File: src/rtl/iwx_pkg.sv
package iwx_pkg;
  localparam int unsigned WORD_W = 32;
  localparam int unsigned CODE_W = 4;
  localparam int unsigned BE_W   = 4;

  typedef enum logic [1:0] {
    XL_NONE = 2'd0,
    XL_FWD  = 2'd1,
    XL_REG  = 2'd2,
    XL_ERR  = 2'd3
  } xl_kind_e;

  typedef struct packed {
    xl_kind_e            kind;
    logic [WORD_W-1:0]   addr;
  } xl_res_t;
endpackage

File: src/rtl/iwx_cfg_reg.sv
module iwx_cfg_reg
  import iwx_pkg::*;
#(
  parameter int unsigned BASE_LSB = 21,
  parameter logic [CODE_W-1:0] RST_CODE = 4'h8
) (
  input  logic              clk_i,
  input  logic              rst_ni,
  input  logic              int_we_i,
  input  logic [WORD_W-1:0] int_wdata_i,
  input  logic              ext_we_i,
  input  logic [WORD_W-1:0] ext_wdata_i,
  output logic [WORD_W-1:0] cfg_o,
  output logic [WORD_W-BASE_LSB-1:0] base_o,
  output logic [CODE_W-1:0] code_o
);
  localparam int unsigned BASE_W = WORD_W - BASE_LSB;
  localparam int unsigned RSV_W  = BASE_LSB - CODE_W;

  logic [BASE_W-1:0] base_q;
  logic [CODE_W-1:0] code_q;
  logic [WORD_W-1:0] wsel;

  // internal side wins a same-cycle collision
  assign wsel = int_we_i ? int_wdata_i : ext_wdata_i;

  always_ff @(posedge clk_i or negedge rst_ni) begin
    if (!rst_ni) begin
      base_q <= '0;
      code_q <= RST_CODE;
    end else if (int_we_i || ext_we_i) begin
      base_q <= wsel[WORD_W-1:BASE_LSB];
      code_q <= wsel[CODE_W-1:0];
    end
  end

  logic unused_rsv;
  assign unused_rsv = ^wsel[BASE_LSB-1:CODE_W];

  assign cfg_o  = {base_q, {RSV_W{1'b0}}, code_q};
  assign base_o = base_q;
  assign code_o = code_q;
endmodule

File: src/rtl/iwx_decode.sv
module iwx_decode
  import iwx_pkg::*;
#(
  parameter int unsigned ADDR_W    = 25,
  parameter int unsigned BASE_LSB  = 21,
  parameter int unsigned CODE_MIN  = 8,
  parameter int unsigned NUM_CODES = 4
) (
  input  logic                        valid_i,
  input  logic [WORD_W-BASE_LSB-1:0]  base_i,
  input  logic [CODE_W-1:0]           code_i,
  input  logic [ADDR_W-1:0]           addr_i,
  output xl_res_t                     res_o
);
  localparam int unsigned SEL_TOP = ADDR_W - 1;

  logic [NUM_CODES-1:0] hit;
  logic [NUM_CODES-1:0] sel_v;
  logic [WORD_W-1:0]    addr_v [NUM_CODES];

  for (genvar gi = 0; gi < NUM_CODES; gi++) begin : g_code
    localparam int unsigned SB = SEL_TOP - gi;
    assign hit[gi]    = (code_i == CODE_W'(CODE_MIN + gi));
    assign sel_v[gi]  = addr_i[SB];
    assign addr_v[gi] = {base_i[WORD_W-BASE_LSB-1:SB-BASE_LSB], addr_i[SB-1:0]};
  end

  logic              any_hit;
  logic              sel;
  logic [WORD_W-1:0] addr;

  always_comb begin
    any_hit = 1'b0;
    sel     = 1'b0;
    addr    = '0;
    for (int i = 0; i < NUM_CODES; i++) begin
      if (hit[i]) begin
        any_hit = 1'b1;
        sel     = sel_v[i];
        addr    = addr_v[i];
      end
    end
  end

  always_comb begin
    res_o.addr = addr;
    if (!valid_i)      res_o.kind = XL_NONE;
    else if (!any_hit) res_o.kind = XL_ERR;
    else if (sel)      res_o.kind = XL_REG;
    else               res_o.kind = XL_FWD;
  end
endmodule

File: src/rtl/iwx_resp.sv
module iwx_resp
  import iwx_pkg::*;
(
  input  logic              clk_i,
  input  logic              rst_ni,
  input  xl_res_t           res_i,
  input  logic              write_i,
  input  logic [BE_W-1:0]   be_i,
  input  logic [WORD_W-1:0] cfg_i,
  output logic              fwd_req_o,
  output logic [WORD_W-1:0] fwd_addr_o,
  output logic              fwd_write_o,
  output logic [BE_W-1:0]   fwd_be_o,
  output logic              reg_sel_o,
  output logic [WORD_W-1:0] reg_rdata_o,
  output logic              err_o
);
  always_ff @(posedge clk_i or negedge rst_ni) begin
    if (!rst_ni) begin
      fwd_req_o   <= 1'b0;
      reg_sel_o   <= 1'b0;
      err_o       <= 1'b0;
      fwd_addr_o  <= '0;
      fwd_write_o <= 1'b0;
      fwd_be_o    <= '0;
      reg_rdata_o <= '0;
    end else begin
      fwd_req_o <= (res_i.kind == XL_FWD);
      reg_sel_o <= (res_i.kind == XL_REG);
      err_o     <= (res_i.kind == XL_ERR);
      if (res_i.kind == XL_FWD) begin
        fwd_addr_o  <= res_i.addr;
        fwd_write_o <= write_i;
        fwd_be_o    <= be_i;
      end
      if (res_i.kind == XL_REG) reg_rdata_o <= cfg_i;
    end
  end
endmodule

File: src/rtl/iwx_inbound_xlate.sv
module iwx_inbound_xlate
  import iwx_pkg::*;
#(
  parameter int unsigned ADDR_W    = 25,
  parameter int unsigned BASE_LSB  = 21,
  parameter int unsigned CODE_MIN  = 8,
  parameter int unsigned NUM_CODES = 4
) (
  input  logic              clk_i,
  input  logic              rst_ni,
  input  logic              int_we_i,
  input  logic [31:0]       int_wdata_i,
  output logic [31:0]       int_rdata_o,
  input  logic              ext_cfg_lock_i,
  input  logic              ext_valid_i,
  input  logic              ext_write_i,
  input  logic [ADDR_W-1:0] ext_addr_i,
  input  logic [3:0]        ext_be_i,
  input  logic [31:0]       ext_wdata_i,
  output logic              fwd_req_o,
  output logic [31:0]       fwd_addr_o,
  output logic              fwd_write_o,
  output logic [3:0]        fwd_be_o,
  output logic              reg_sel_o,
  output logic [31:0]       reg_rdata_o,
  output logic              err_o
);
  localparam int unsigned BASE_W = WORD_W - BASE_LSB;

  logic [WORD_W-1:0] cfg;
  logic [BASE_W-1:0] base;
  logic [CODE_W-1:0] code;
  xl_res_t           res;
  logic              ext_we;

  // byte enables never narrow a config write
  assign ext_we = (res.kind == XL_REG) && ext_write_i && !ext_cfg_lock_i;

  iwx_cfg_reg #(
    .BASE_LSB (BASE_LSB),
    .RST_CODE (CODE_W'(CODE_MIN))
  ) u_cfg (
    .clk_i       (clk_i),
    .rst_ni      (rst_ni),
    .int_we_i    (int_we_i),
    .int_wdata_i (int_wdata_i),
    .ext_we_i    (ext_we),
    .ext_wdata_i (ext_wdata_i),
    .cfg_o       (cfg),
    .base_o      (base),
    .code_o      (code)
  );

  iwx_decode #(
    .ADDR_W    (ADDR_W),
    .BASE_LSB  (BASE_LSB),
    .CODE_MIN  (CODE_MIN),
    .NUM_CODES (NUM_CODES)
  ) u_dec (
    .valid_i (ext_valid_i),
    .base_i  (base),
    .code_i  (code),
    .addr_i  (ext_addr_i),
    .res_o   (res)
  );

  iwx_resp u_resp (
    .clk_i       (clk_i),
    .rst_ni      (rst_ni),
    .res_i       (res),
    .write_i     (ext_write_i),
    .be_i        (ext_be_i),
    .cfg_i       (cfg),
    .fwd_req_o   (fwd_req_o),
    .fwd_addr_o  (fwd_addr_o),
    .fwd_write_o (fwd_write_o),
    .fwd_be_o    (fwd_be_o),
    .reg_sel_o   (reg_sel_o),
    .reg_rdata_o (reg_rdata_o),
    .err_o       (err_o)
  );

  assign int_rdata_o = cfg;
endmodule

File: config.mk
export PLATFORM = sky130hd
export DESIGN_NAME = iwx_inbound_xlate
export DESIGN_NICKNAME = d
export VERILOG_FILES = /design/src/rtl/iwx_pkg.sv /design/src/rtl/iwx_cfg_reg.sv /design/src/rtl/iwx_decode.sv /design/src/rtl/iwx_resp.sv /design/src/rtl/iwx_inbound_xlate.sv
export SDC_FILE = /design/constraint.sdc
export NUM_CORES = 1
export LEC_CHECK = 0
export ABC_AREA = 1
export ABC_CLOCK_PERIOD_IN_PS = 1350
export BUFFER_PORTS_ARGS = -buffer_cell sky130_fd_sc_hd__buf_2
export CORE_MARGIN = 10
export CORE_UTILIZATION = 29
export DETAILED_ROUTE_END_ITERATION = 16
export PLACE_DENSITY_LB_ADDON = 0.08
export REMOVE_ABC_BUFFERS = 1
export SYNTH_ARGS = -nofsm -noshare
export SYNTH_HDL_FRONTEND = slang
export SYNTH_SLANG_ARGS = --single-unit
File: constraint.sdc
create_clock -name clk_i -period 1.35 [get_ports clk_i]
set_input_delay 0.0675 -clock clk_i [delete_from_list [all_inputs] [get_ports clk_i]]
set_output_delay 0.0675 -clock clk_i [all_outputs]
set_load 0.005 [all_outputs]
==> metrics.md, run 1 <==
| Metric | Value |
|---|---|
| Switch share | `30.9%` |
| Finished Cell Area | `0.00492 mm^2` |
| Leak | `2.84 nW` |
| Delay-heaviest family, CP | `simple AND/OR/NAND/NOR gates` |
| Port bufs | `134` |
| Reg2Reg Setup Slack | `-0.18 ns` |
| Crit. End Element | `flop` |
| Violated checks | `negative setup slack` |
| PwrDens | `1340 mW/mm^2` |
| Status | `finished, violations left` |
| Inserted Clock Buffers | `9` |
| Layout cells sized above 1 | `34.3%` |
| CTS H-tree depth | `3` |
| Syn Area/Cell | `8.14 um^2` |
| NetSw | `2.04 mW` |
| Clock Path Buffers | `2` |
| GRT overflow | `0` |
| Final Cycle Share | `113%` |
| CTS tree | `built` |
| Flops & latches, synth | `70` |
| WL/cell | `14.4 um` |
| Worst Skew | `0.00706 ns` |
| Nets@finish | `697` |
| # fillers | `1124` |
| DRC viols | `0` |
| Reg2Reg Depth | `9` |
| Final Setup Violations | `69` |
| Layout area overhead | `52.7%` |
| Max Slew Vio Count | `0` |
| Place WS | `-0.154 ns` |
| Combinational Power Share | `28.5%` |
| Number of global-route vias before repair | `3189` |
| CP Data Arrival Time | `1.80 ns` |
| Required @ worst endpoint | `1.63 ns` |
| Clock transition at path regs | `0.07 ns` |
| R2r endpoint | `u_resp.fwd_addr_o[30]` |
| Router iterations before antenna repair | `4` |
| FF/Latch Area | `0.00175 mm^2` |
| Initial Util | `29.7%` |
| Commonest non-fill, non-tap cells in the layout | `nand2_1 (209), buf_2 (133), dfrtp_1 (69)` |
| First-pass GRT wire length | `16800 um` |
| Hold path cells | `5` |
| Area after DPL | `0.00414 mm^2` |
| Sequential area share after synthesis | `54.4%` |
| Reg2reg start | `u_cfg.code_o[3]` |
| Vias | `3038` |
| WL final | `10700 um` |
| VDD IR max | `0.000567 V` |
| Internal | `4.55 mW` |
| Crit path max fanout | `7` |
| Antenna-violating nets left | `0` |
| Buf+Inv Stages, Crit Path | `2` |
| Final worst slack | `-0.177 ns` |
| Worst Setup Start Kind | `flop` |
| Die Y | `125 um` |
| Sum of negative setup slack | `-9.65 ns` |
| Slowest CP cell | `dfstp_2` |
| Die area | `0.0157 mm^2` |
| Clock root buffer | `clkbuf_8` |
| Yosys warns | `0` |
| Core Area | `0.0108 mm^2` |
| Antenna Cells | `0` |
| Clock share of power | `26.3%` |
| Max-Cap Viols | `0` |
| Initial DRC count | `143` |
| Sink Count | `70` |
| Total track usage | `13.1%` |
| Synth unique cells | `22` |
| Fmax achieved | `0.655 GHz` |
| Commonest non-fill, non-tap cell in the layout | `nand2_1` |
| End of the worst hold path | `u_cfg.base_o[4]` |
| Via density | `4.09` |
| Die Wd | `125 um` |
| Cell count after synthesis | `396` |
| HP Class | `in2reg` |
| Max incr delay on CP | `0.55 ns` |
| Final hold vios | `0` |
| Site row count | `38` |
| Clk_lat worst skew | `0.34 ns` |
| Mapped Area | `0.00322 mm^2` |
| Area of the multi-input gates | `0.00124 mm^2` |
| GPL Wtd Cong | `0.751` |
| Post-route minimum period | `1.53 ns` |
| Worst setup path class | `reg2reg` |
| Seq pwr share | `45.2%` |
| Final HPWL DP | `7840 um` |
| RSZ-0062 raised after global routing | `true` |
| Cells along the critical path | `nand2_2 -> nor2_1 -> nor2_1 -> nand2_2 -> nand3_4 -> inv_8 -> buf_8 -> nand2_1 -> nand2_1` |
| Antenna violations before repair | `0` |
| Largest net degree at the start of global routing | `30` |
| Min-delay src | `ext_wdata_i[25]` |
| # IOs | `203` |
==> sequential cells by signal, indices dropped and copies added (netlist names) <==
name	cells
u_cfg.base_o	11
u_cfg.code_o	4
u_resp.err_o	1
u_resp.fwd_addr_o	32
u_resp.fwd_be_o	4
u_resp.fwd_req_o	1
u_resp.fwd_write_o	1
u_resp.reg_rdata_o	15
u_resp.reg_sel_o	1
==> layout make-up <==
class	instances	area share [%]
timing repair buffer	208	30.4
inverter	13	1.19
clock buffer	12	3.15
sequential	70	35.6
tap	140	3.56
clock inverter	4	0.915
multi-input combinational	296	25.1
==> power by group through the flow <==
stage / clock (mW) / combinational, mW / sequential [mW]
3_3_place_gp: 0 / 1.74 / 3.00
4_1_cts: 1.80 / 1.91 / 2.98
5_1_grt: 1.88 / 2.13 / 3.05
3_5_place_dp: 0 / 1.76 / 3.01
2_1_floorplan: 0 / 0.602 / 3.06
6_report: 1.73 / 1.88 / 2.97
==> Yosys cell counts <==
library cell	n	area [um^2]
nand2_1	219	822
dfrtp_1	69	1730
buf_4	38	285
nand3_1	16	80.1
inv_1	10	37.5
o21ai_0	9	45.0
nor2_1	6	22.5
buf_2	5	25.0
clkbuf_1	4	15.0
inv_2	3	11.3
nand2_2	3	18.8
nor2_2	3	18.8
buf_6	2	22.5
a21oi_1	1	5.00
buf_1	1	3.75
conb_1	1	3.75
dfstp_2	1	26.3
nand2_4	1	11.3
nand3_2	1	10.0
nand3_4	1	17.5
o21ai_2	1	8.76
or2_1	1	6.26
==> worst max-delay path by stage <==
| stage | start | to | slack (ns) | cells after the start |
|---|---|---|---|---|
| after global routing | u_cfg.code_o[3] | u_cfg.base_o[10] | -0.27 | 8 |
| after floorplan | u_cfg.code_o[3] | u_resp.fwd_addr_o[0] | -0.67 | 6 |
| final | u_cfg.code_o[3] | u_resp.fwd_addr_o[30] | -0.18 | 9 |
| after CTS | u_cfg.code_o[3] | u_cfg.base_o[9] | -0.17 | 8 |
| after detailed placement | u_cfg.code_o[3] | u_resp.fwd_addr_o[0] | -0.15 | 9 |
| after global placement | u_cfg.code_o[3] | u_resp.fwd_addr_o[14] | -0.14 | 8 |
==> worst reg2reg max path: stages (launching register included) <==
cell	delay, ns
dfstp_2	0.55
nand2_2	0.08
nor2_1	0.11
nor2_1	0.06
nand2_2	0.09
nand3_4	0.15
inv_8	0.15
buf_8	0.15
nand2_1	0.05
nand2_1	0.06
==> what timing repair did <==
action,in CTS,in global routing
resized for setup,19,10
pin swaps,2,2
setup endpoints to repair,69,69
cloned,2,1
hold buffers,41,0
hold endpoints to repair,96,0
buffers inserted,1,0
==> logic make-up after synthesis <==
kind of cell	Yosys count	share of synthesized area, %
AND/OR/NAND/NOR	251	31.3
flip-flops	70	54.4
buffers and inverters	63	12.4
AO/OA/AOI/OAI	11	1.82
other	1	0.116
==> layer usage <==
layer | vias up | global-route usage [%] | part of all wire [%]
met5 | - | 0 | 0
met4 | 0 | 4.47 | 1.0
met3 | 9 | 4.31 | 7.5
met2 | 125 | 21.6 | 48
met1 | 1363 | 15.7 | 44
li1 | 1541 | - | -
==> through the flow <==
| stage | utilization, % | hold slack [ns] | total power, mW | cells |
|---|---|---|---|---|
| floorplan | - | -0.228 | 3.66 | 379 |
| finish | 45.4 | 0.0197 | 6.58 | 743 |
| global route | 45.4 | 0.0310 | 7.07 | 743 |
| global placement | 38.2 | 0.0489 | 4.73 | 682 |
| detailed placement | 38.2 | 0.0432 | 4.77 | 682 |
| CTS | 44.9 | 0.000380 | 6.69 | 742 |
(Power assumes the default switching activity.)
==> run 2, diff against run 1 <==
Settings changed: CORE_UTILIZATION 29 to 39.
==> metrics.md, run 2 (synthesis results as in run 1) <==
| Metric | Value |
|---|---|
| Slowest CP cell | `dfstp_2` |
| CTS tree | `built` |
| Post-route minimum period | `1.54 ns` |
| Clock root buffer | `clkbuf_8` |
| First-pass GRT wire length | `15300 um` |
| Number of global-route vias before repair | `3082` |
| Die area | `0.0123 mm^2` |
| Global Route met1 Usage | `19.0%` |
| Area after DPL | `0.00401 mm^2` |
| Clock Path Buffers | `2` |
| Vias | `2964` |
| Worst Skew | `0.00803 ns` |
| Violated checks | `negative setup slack` |
| Max Slew Vio Count | `0` |
| HP Class | `in2reg` |
| PwrDens | `1420 mW/mm^2` |
| Port bufs | `134` |
| Global Route met3 Usage | `4.82%` |
| Core Area | `0.00813 mm^2` |
| Finished Layout Cells | `687` |
| Antenna Cells | `0` |
| Site row count | `33` |
| Largest net degree at the start of global routing | `28` |
| Total track usage | `15.1%` |
| Via density | `4.31` |
| Fmax achieved | `0.649 GHz` |
| M2 GR Usage | `24.0%` |
| Nets@finish | `677` |
| Final hold vios | `0` |
| Worst Setup Start Kind | `flop` |
| Layout cells sized above 1 | `38.7%` |
| CP Data Arrival Time | `1.82 ns` |
| WL/cell | `14.1 um` |
| Commonest non-fill, non-tap cells in the layout | `nand2_1 (183), buf_2 (133), dfrtp_1 (68)` |
| Clk_lat worst skew | `0.34 ns` |
| Final HPWL DP | `7140 um` |
| Required @ worst endpoint | `1.63 ns` |
| # fillers | `737` |
| CTS H-tree depth | `3` |
| Clock transition at path regs | `0.07 ns` |
| Inserted Clock Buffers | `9` |
| Leak | `2.85 nW` |
| Final Cycle Share | `114%` |
| GRT overflow | `0` |
| Layout area overhead | `49.9%` |
| GPL Wtd Cong | `0.783` |
| # IOs | `203` |
| Final worst slack | `-0.191 ns` |
| Busiest grt layer | `met2` |
| Area of the multi-input gates | `0.00135 mm^2` |
| Commonest non-fill, non-tap cell in the layout | `nand2_1` |
| Crit. End Element | `flop` |
| Worst setup path class | `reg2reg` |
| FF/Latch Area | `0.00175 mm^2` |
| Placed cells | `639` |
| Antenna violations before repair | `0` |
| Initial Util | `39.6%` |
| WL final | `9700 um` |
| RSZ-0062 raised after global routing | `true` |
| DRC viols | `0` |
| Max-Cap Viols | `0` |
| Crit path max fanout | `6` |
| Die Y | `111 um` |
| Router iterations before antenna repair | `5` |
| Antenna-violating nets left | `0` |
| Max incr delay on CP | `0.58 ns` |
| Finished Cell Area | `0.00483 mm^2` |
| Status | `finished, violations left` |
| VDD IR max | `0.000576 V` |
| Cells along the critical path | `nand2_4 -> nor2_1 -> nor2_1 -> nand2_2 -> nand3_4 -> inv_8 -> clkbuf_16 -> nand2_2 -> nand2_1` |
| Hold WS | `0.0143 ns` |
| Number of flip-flops in the largest register | `32` |
| Biggest register | `u_resp.fwd_addr_o` |
| Initial DRC count | `121` |
| Final Setup Violations | `68` |
| Die Wd | `111 um` |
| Sink Count | `70` |
-- run 2: cell types whose count changed in the layout (fill, tap and decap cells not counted), sizes merged --
| cell | change |
|---|---|
| buf | -9 |
| bufinv | +2 |
| clkinv | -2 |
| dlygate4sd3 | -12 |
-- run 2: path summary, 6_finish.rpt --
check                                      start                     to  slack, ns  depth (start not counted)
max                              u_cfg.code_o[3]  u_resp.fwd_addr_o[28]      -0.19                          9
min                               ext_wdata_i[0]        u_cfg.code_o[0]       0.01                          5
max reg2reg                      u_cfg.code_o[3]  u_resp.fwd_addr_o[28]      -0.19                          9
min reg2reg                u_resp.reg_rdata_o[3]  u_resp.reg_rdata_o[3]       0.47                          1
max in group asynchronous                 rst_ni        u_cfg.code_o[3]       0.69                          3
min in group asynchronous                 rst_ni  u_resp.fwd_addr_o[16]       0.13                          2
-- run 2: power by group --
| group | internal [mW] | leakage (nW) | switching [mW] |
|---|---|---|---|
| Clock | 1.27 | 0.119 | 0.736 |
| Combinational | 0.906 | 1.84 | 0.951 |
| Sequential | 2.66 | 0.883 | 0.328 |
-- run 2: critical path: cells and delay by family, from the launching register on --
family | cells | cell delay [ns]
flops | 1 | 0.58
buf+inv | 2 | 0.32
simple gates | 7 | 0.58
-- run 2: cell type report --
| cell class | instances | area share, % |
|---|---|---|
| multi-input combinational | 296 | 28.0 |
| inverter | 13 | 1.27 |
| clock inverter | 4 | 1.97 |
| timing repair buffer | 188 | 26.8 |
| clock buffer | 11 | 2.93 |
| tap | 105 | 2.72 |
| sequential | 70 | 36.3 |
-- run 2: per-layer routing --
| metal | share of wire, % | up-vias |
|---|---|---|
| met1 | 45 | 1331 |
| met4 | 1.2 | 0 |
| met3 | 6.1 | 8 |
| met2 | 47 | 129 |
| li1 | - | 1496 |
| met5 | 0 | - |
-- run 2: repair_timing --
| item | in CTS | in global routing |
|---|---|---|
| cloned | 1 | 2 |
| setup endpoints to repair | 69 | 69 |
| hold buffers | 29 | 0 |
| pin swaps | 5 | 15 |
| buffers inserted | 1 | 0 |
| gates resized for setup | 21 | 46 |
| endpoints found under the hold margin | 97 | 0 |
-- run 2: metrics by stage --
step | setup slack, ns | power, mW | setup TNS, ns | util [%]
floorplan | -0.672 | 3.66 | -27.56 | -
global placement | -0.135 | 4.66 | -6.04 | 49.3
detailed placement | -0.188 | 4.71 | -9.28 | 49.3
CTS | -0.171 | 6.85 | -8.88 | 57.1
global route | -0.265 | 7.32 | -14.96 | 59.4
finish | -0.191 | 6.85 | -9.08 | 59.4
==> run 3, diff against run 2 <==
Settings changed: CORE_UTILIZATION 39 to 40, SYNTH_HIERARCHICAL set to 1.
==> metrics.md, run 3 <==
| Metric | Value |
|---|---|
| Worst Setup Start Kind | `flop` |
| CTS tree | `built` |
| Core Area | `0.0103 mm^2` |
| Antenna-violating nets left | `0` |
| Final Setup Violations | `87` |
| Cell count after synthesis | `521` |
| Clock Path Buffers | `2` |
| Violated checks | `negative setup slack` |
| Port bufs | `151` |
| Buf+Inv Stages, Crit Path | `3` |
| Area after DPL | `0.00509 mm^2` |
| WL/cell | `16.2 um` |
| CP Data Arrival Time | `2.13 ns` |
| Pwr Total | `7.54 mW` |
| Yosys warns | `6` |
| Max-Cap Viols | `0` |
| Sum of negative setup slack | `-36.98 ns` |
| Nets@finish | `825` |
| Layout cells sized above 1 | `40.8%` |
| Initial Util | `40.9%` |
| Leak | `3.59 nW` |
| Clock transition at path regs | `0.09 ns` |
| Synth area leaders | `dfrtp_1 (51%), nand2_1 (16%), nand3_1 (12%), buf_4 (7.5%), inv_1 (3.3%)` |
| Post-synth ARST share | `100%` |
| Antenna Cells | `0` |
| Max Slew Vio Count | `0` |
| Fmax achieved | `0.533 GHz` |
| RSZ-0062 raised after global routing | `true` |
| HP Class | `in2reg` |
| Clk_lat worst skew | `0.37 ns` |
| Syn Area/Cell | `8.08 um^2` |
| Clock root buffer | `clkbuf_8` |
| # IOs | `203` |
| Largest net degree at the start of global routing | `32` |
| Layout area overhead | `49.1%` |
| Required @ worst endpoint | `1.60 ns` |
| VDD IR max | `0.000578 V` |
| First-pass GRT wire length | `22000 um` |
| Synth Flop Type | `dfrtp_1` |
| Top post-synthesis cells by count | `nand2_1 (180), nand3_1 (101), dfrtp_1 (86), buf_4 (42), inv_1 (37)` |
| Number of synthesized flops with an enable pin | `0` |
| Worst Skew | `0.00785 ns` |
| Max incr delay on CP | `0.58 ns` |
| Via density | `4.68` |
| CP dominant cell by count | `nor2_4` |
| # fillers | `960` |
| Final worst slack | `-0.527 ns` |
| Status | `finished, violations left` |
| Mapped Area | `0.00421 mm^2` |
| Die area | `0.0150 mm^2` |
| Antenna violations before repair | `0` |
| Site row count | `37` |
| Commonest non-fill, non-tap cell in the layout | `buf_2` |
| WL final | `14000 um` |
| Final hold vios | `0` |
| Number of global-route vias before repair | `4102` |
| Initial DRC count | `260` |
| Sequential area share after synthesis | `51.8%` |
| Crit. End Element | `flop` |
| GRT overflow | `0` |
| Flops & latches, synth | `87` |
| Commonest non-fill, non-tap cells in the layout | `buf_2 (150), nand2_1 (132), nand3_1 (92)` |
| Most frequent cell after synthesis | `nand2_1` |
| CTS H-tree depth | `3` |
| Final HPWL DP | `9650 um` |
| Area share of the largest cell type after synthesis | `51.1%` |
| Synth area leader | `dfrtp_1` |
| Vias | `4054` |
| Worst setup path class | `reg2reg` |
| Sink Count | `87` |
| Router iterations before antenna repair | `4` |
| GPL Wtd Cong | `0.832` |
| Crit path max fanout | `7` |
| Inserted Clock Buffers | `9` |
| Cells along the critical path | `inv_2 -> nor2_4 -> nand2_2 -> nor2_2 -> nand2_1 -> and3_4 -> inv_2 -> nand2_2 -> nor2_4 -> buf_12 -> nor2_4 -> nand2_1 -> nand3_2` |
| Final Cycle Share | `139%` |
| Delay-heaviest family, CP | `simple AND/OR/NAND/NOR gates` |
| Total track usage | `18.6%` |
| Slowest CP cell | `dfstp_2` |
| DRC viols | `0` |
| Die Y | `123 um` |
| Synth unique cells | `25` |
| Post-route minimum period | `1.88 ns` |
| Die Wd | `123 um` |
| Finished Cell Area | `0.00627 mm^2` |
| PwrDens | `1200 mW/mm^2` |
run 3: cell count changes in the layout (fill, tap and decap cells not counted), sizes merged, moves of 7 or more:
cell         previous run  this run
o21ai                  10         2
conb                   34        17
dfrtp                  69        86
buf                   157       203
nor2                    9        38
nand3                  18       101
dlygate4sd3            29        36
inv                    13        44
nand2                 223       182
run 3: stage by stage:
step	setup slack, ns	util, %	hold WS, ns	std cells
6_report	-0.527	61.0	0.0169	867
5_1_grt	-0.659	61.0	0.0130	867
4_1_cts	-0.462	59.3	0.00225	864
3_5_place_dp	-0.485	49.5	0.0570	796
3_3_place_gp	-0.442	49.5	0.0504	796
2_1_floorplan	-1.74	-	-0.228	474
run 3: worst paths after layout:
check,to,from,cells after the start,slack [ns]
min reg2reg,u_resp/reg_rdata_o[3],u_resp/reg_rdata_o[3],2,0.47
min in group asynchronous,u_resp/reg_rdata_o[20],rst_ni,2,0.19
min,u_resp/fwd_addr_o[8],ext_addr_i[8],5,0.02
max reg2reg,u_cfg/base_o[1],u_cfg/code_o[3],13,-0.53
max,u_cfg/base_o[1],u_cfg/code_o[3],13,-0.53
max in group asynchronous,u_resp/reg_rdata_o[10],rst_ni,3,0.67
run 3: repair_timing:
action	CTS	global route
hold endpoints to repair	51	0
pin swaps	2	12
setup buffers	10	2
hold buffers	36	0
setup endpoints to repair	87	87
gates resized for setup	59	42
gates cloned	6	1
run 3: cell families (layout without fill, tap and decap cells):
logic type / count (synthesis) / in the layout / synth area share (%)
other: 1 / 17 / 0.0891
AOI/OAI and AO/OA: 4 / 4 / 0.535
DFF: 87 / 87 / 51.8
buffers and inverters: 107 / 300 / 14.5
and+or+nand+nor: 322 / 323 / 33.1
run 3: report_power, final:
group / internal [mW] / leakage [nW] / switching (mW)
Sequential: 3.04 / 1.12 / 0.292
Clock: 1.14 / 0.114 / 0.916
Combinational: 1.04 / 2.36 / 1.12
Total: 5.22 / 3.59 / 2.33
run 3: worst register-to-register path, cell delays in order, from the launching register on:
cell,delay [ns]
dfstp_2,0.58
inv_2,0.05
nor2_4,0.08
nand2_2,0.06
nor2_2,0.07
nand2_1,0.07
and3_4,0.18
inv_2,0.05
nand2_2,0.05
nor2_4,0.19
buf_12,0.16
nor2_4,0.07
nand2_1,0.10
nand3_2,0.06
run 3: cell type report:
type | count | area (um^2) | area share [%]
clock buffer | 13 | 159 | 2.53
clock inverter | 3 | 65.1 | 1.04
inverter | 44 | 180 | 2.87
multi-input combinational | 344 | 1730 | 27.6
sequential | 87 | 2180 | 34.7
tap | 136 | 170 | 2.71
timing repair buffer | 240 | 1790 | 28.5
run 3: per-layer routing:
metal / vias up / routed length, um / part of all wire, % / track usage (%)
met5: - / 0 / 0 / 0
li1: 1984 / - / - / -
met3: 18 / 1010 / 7.2 / 5.28
met4: 0 / 190 / 1.4 / 5.89
met1: 1928 / 5880 / 42 / 23.4
met2: 124 / 6960 / 50 / 30.3
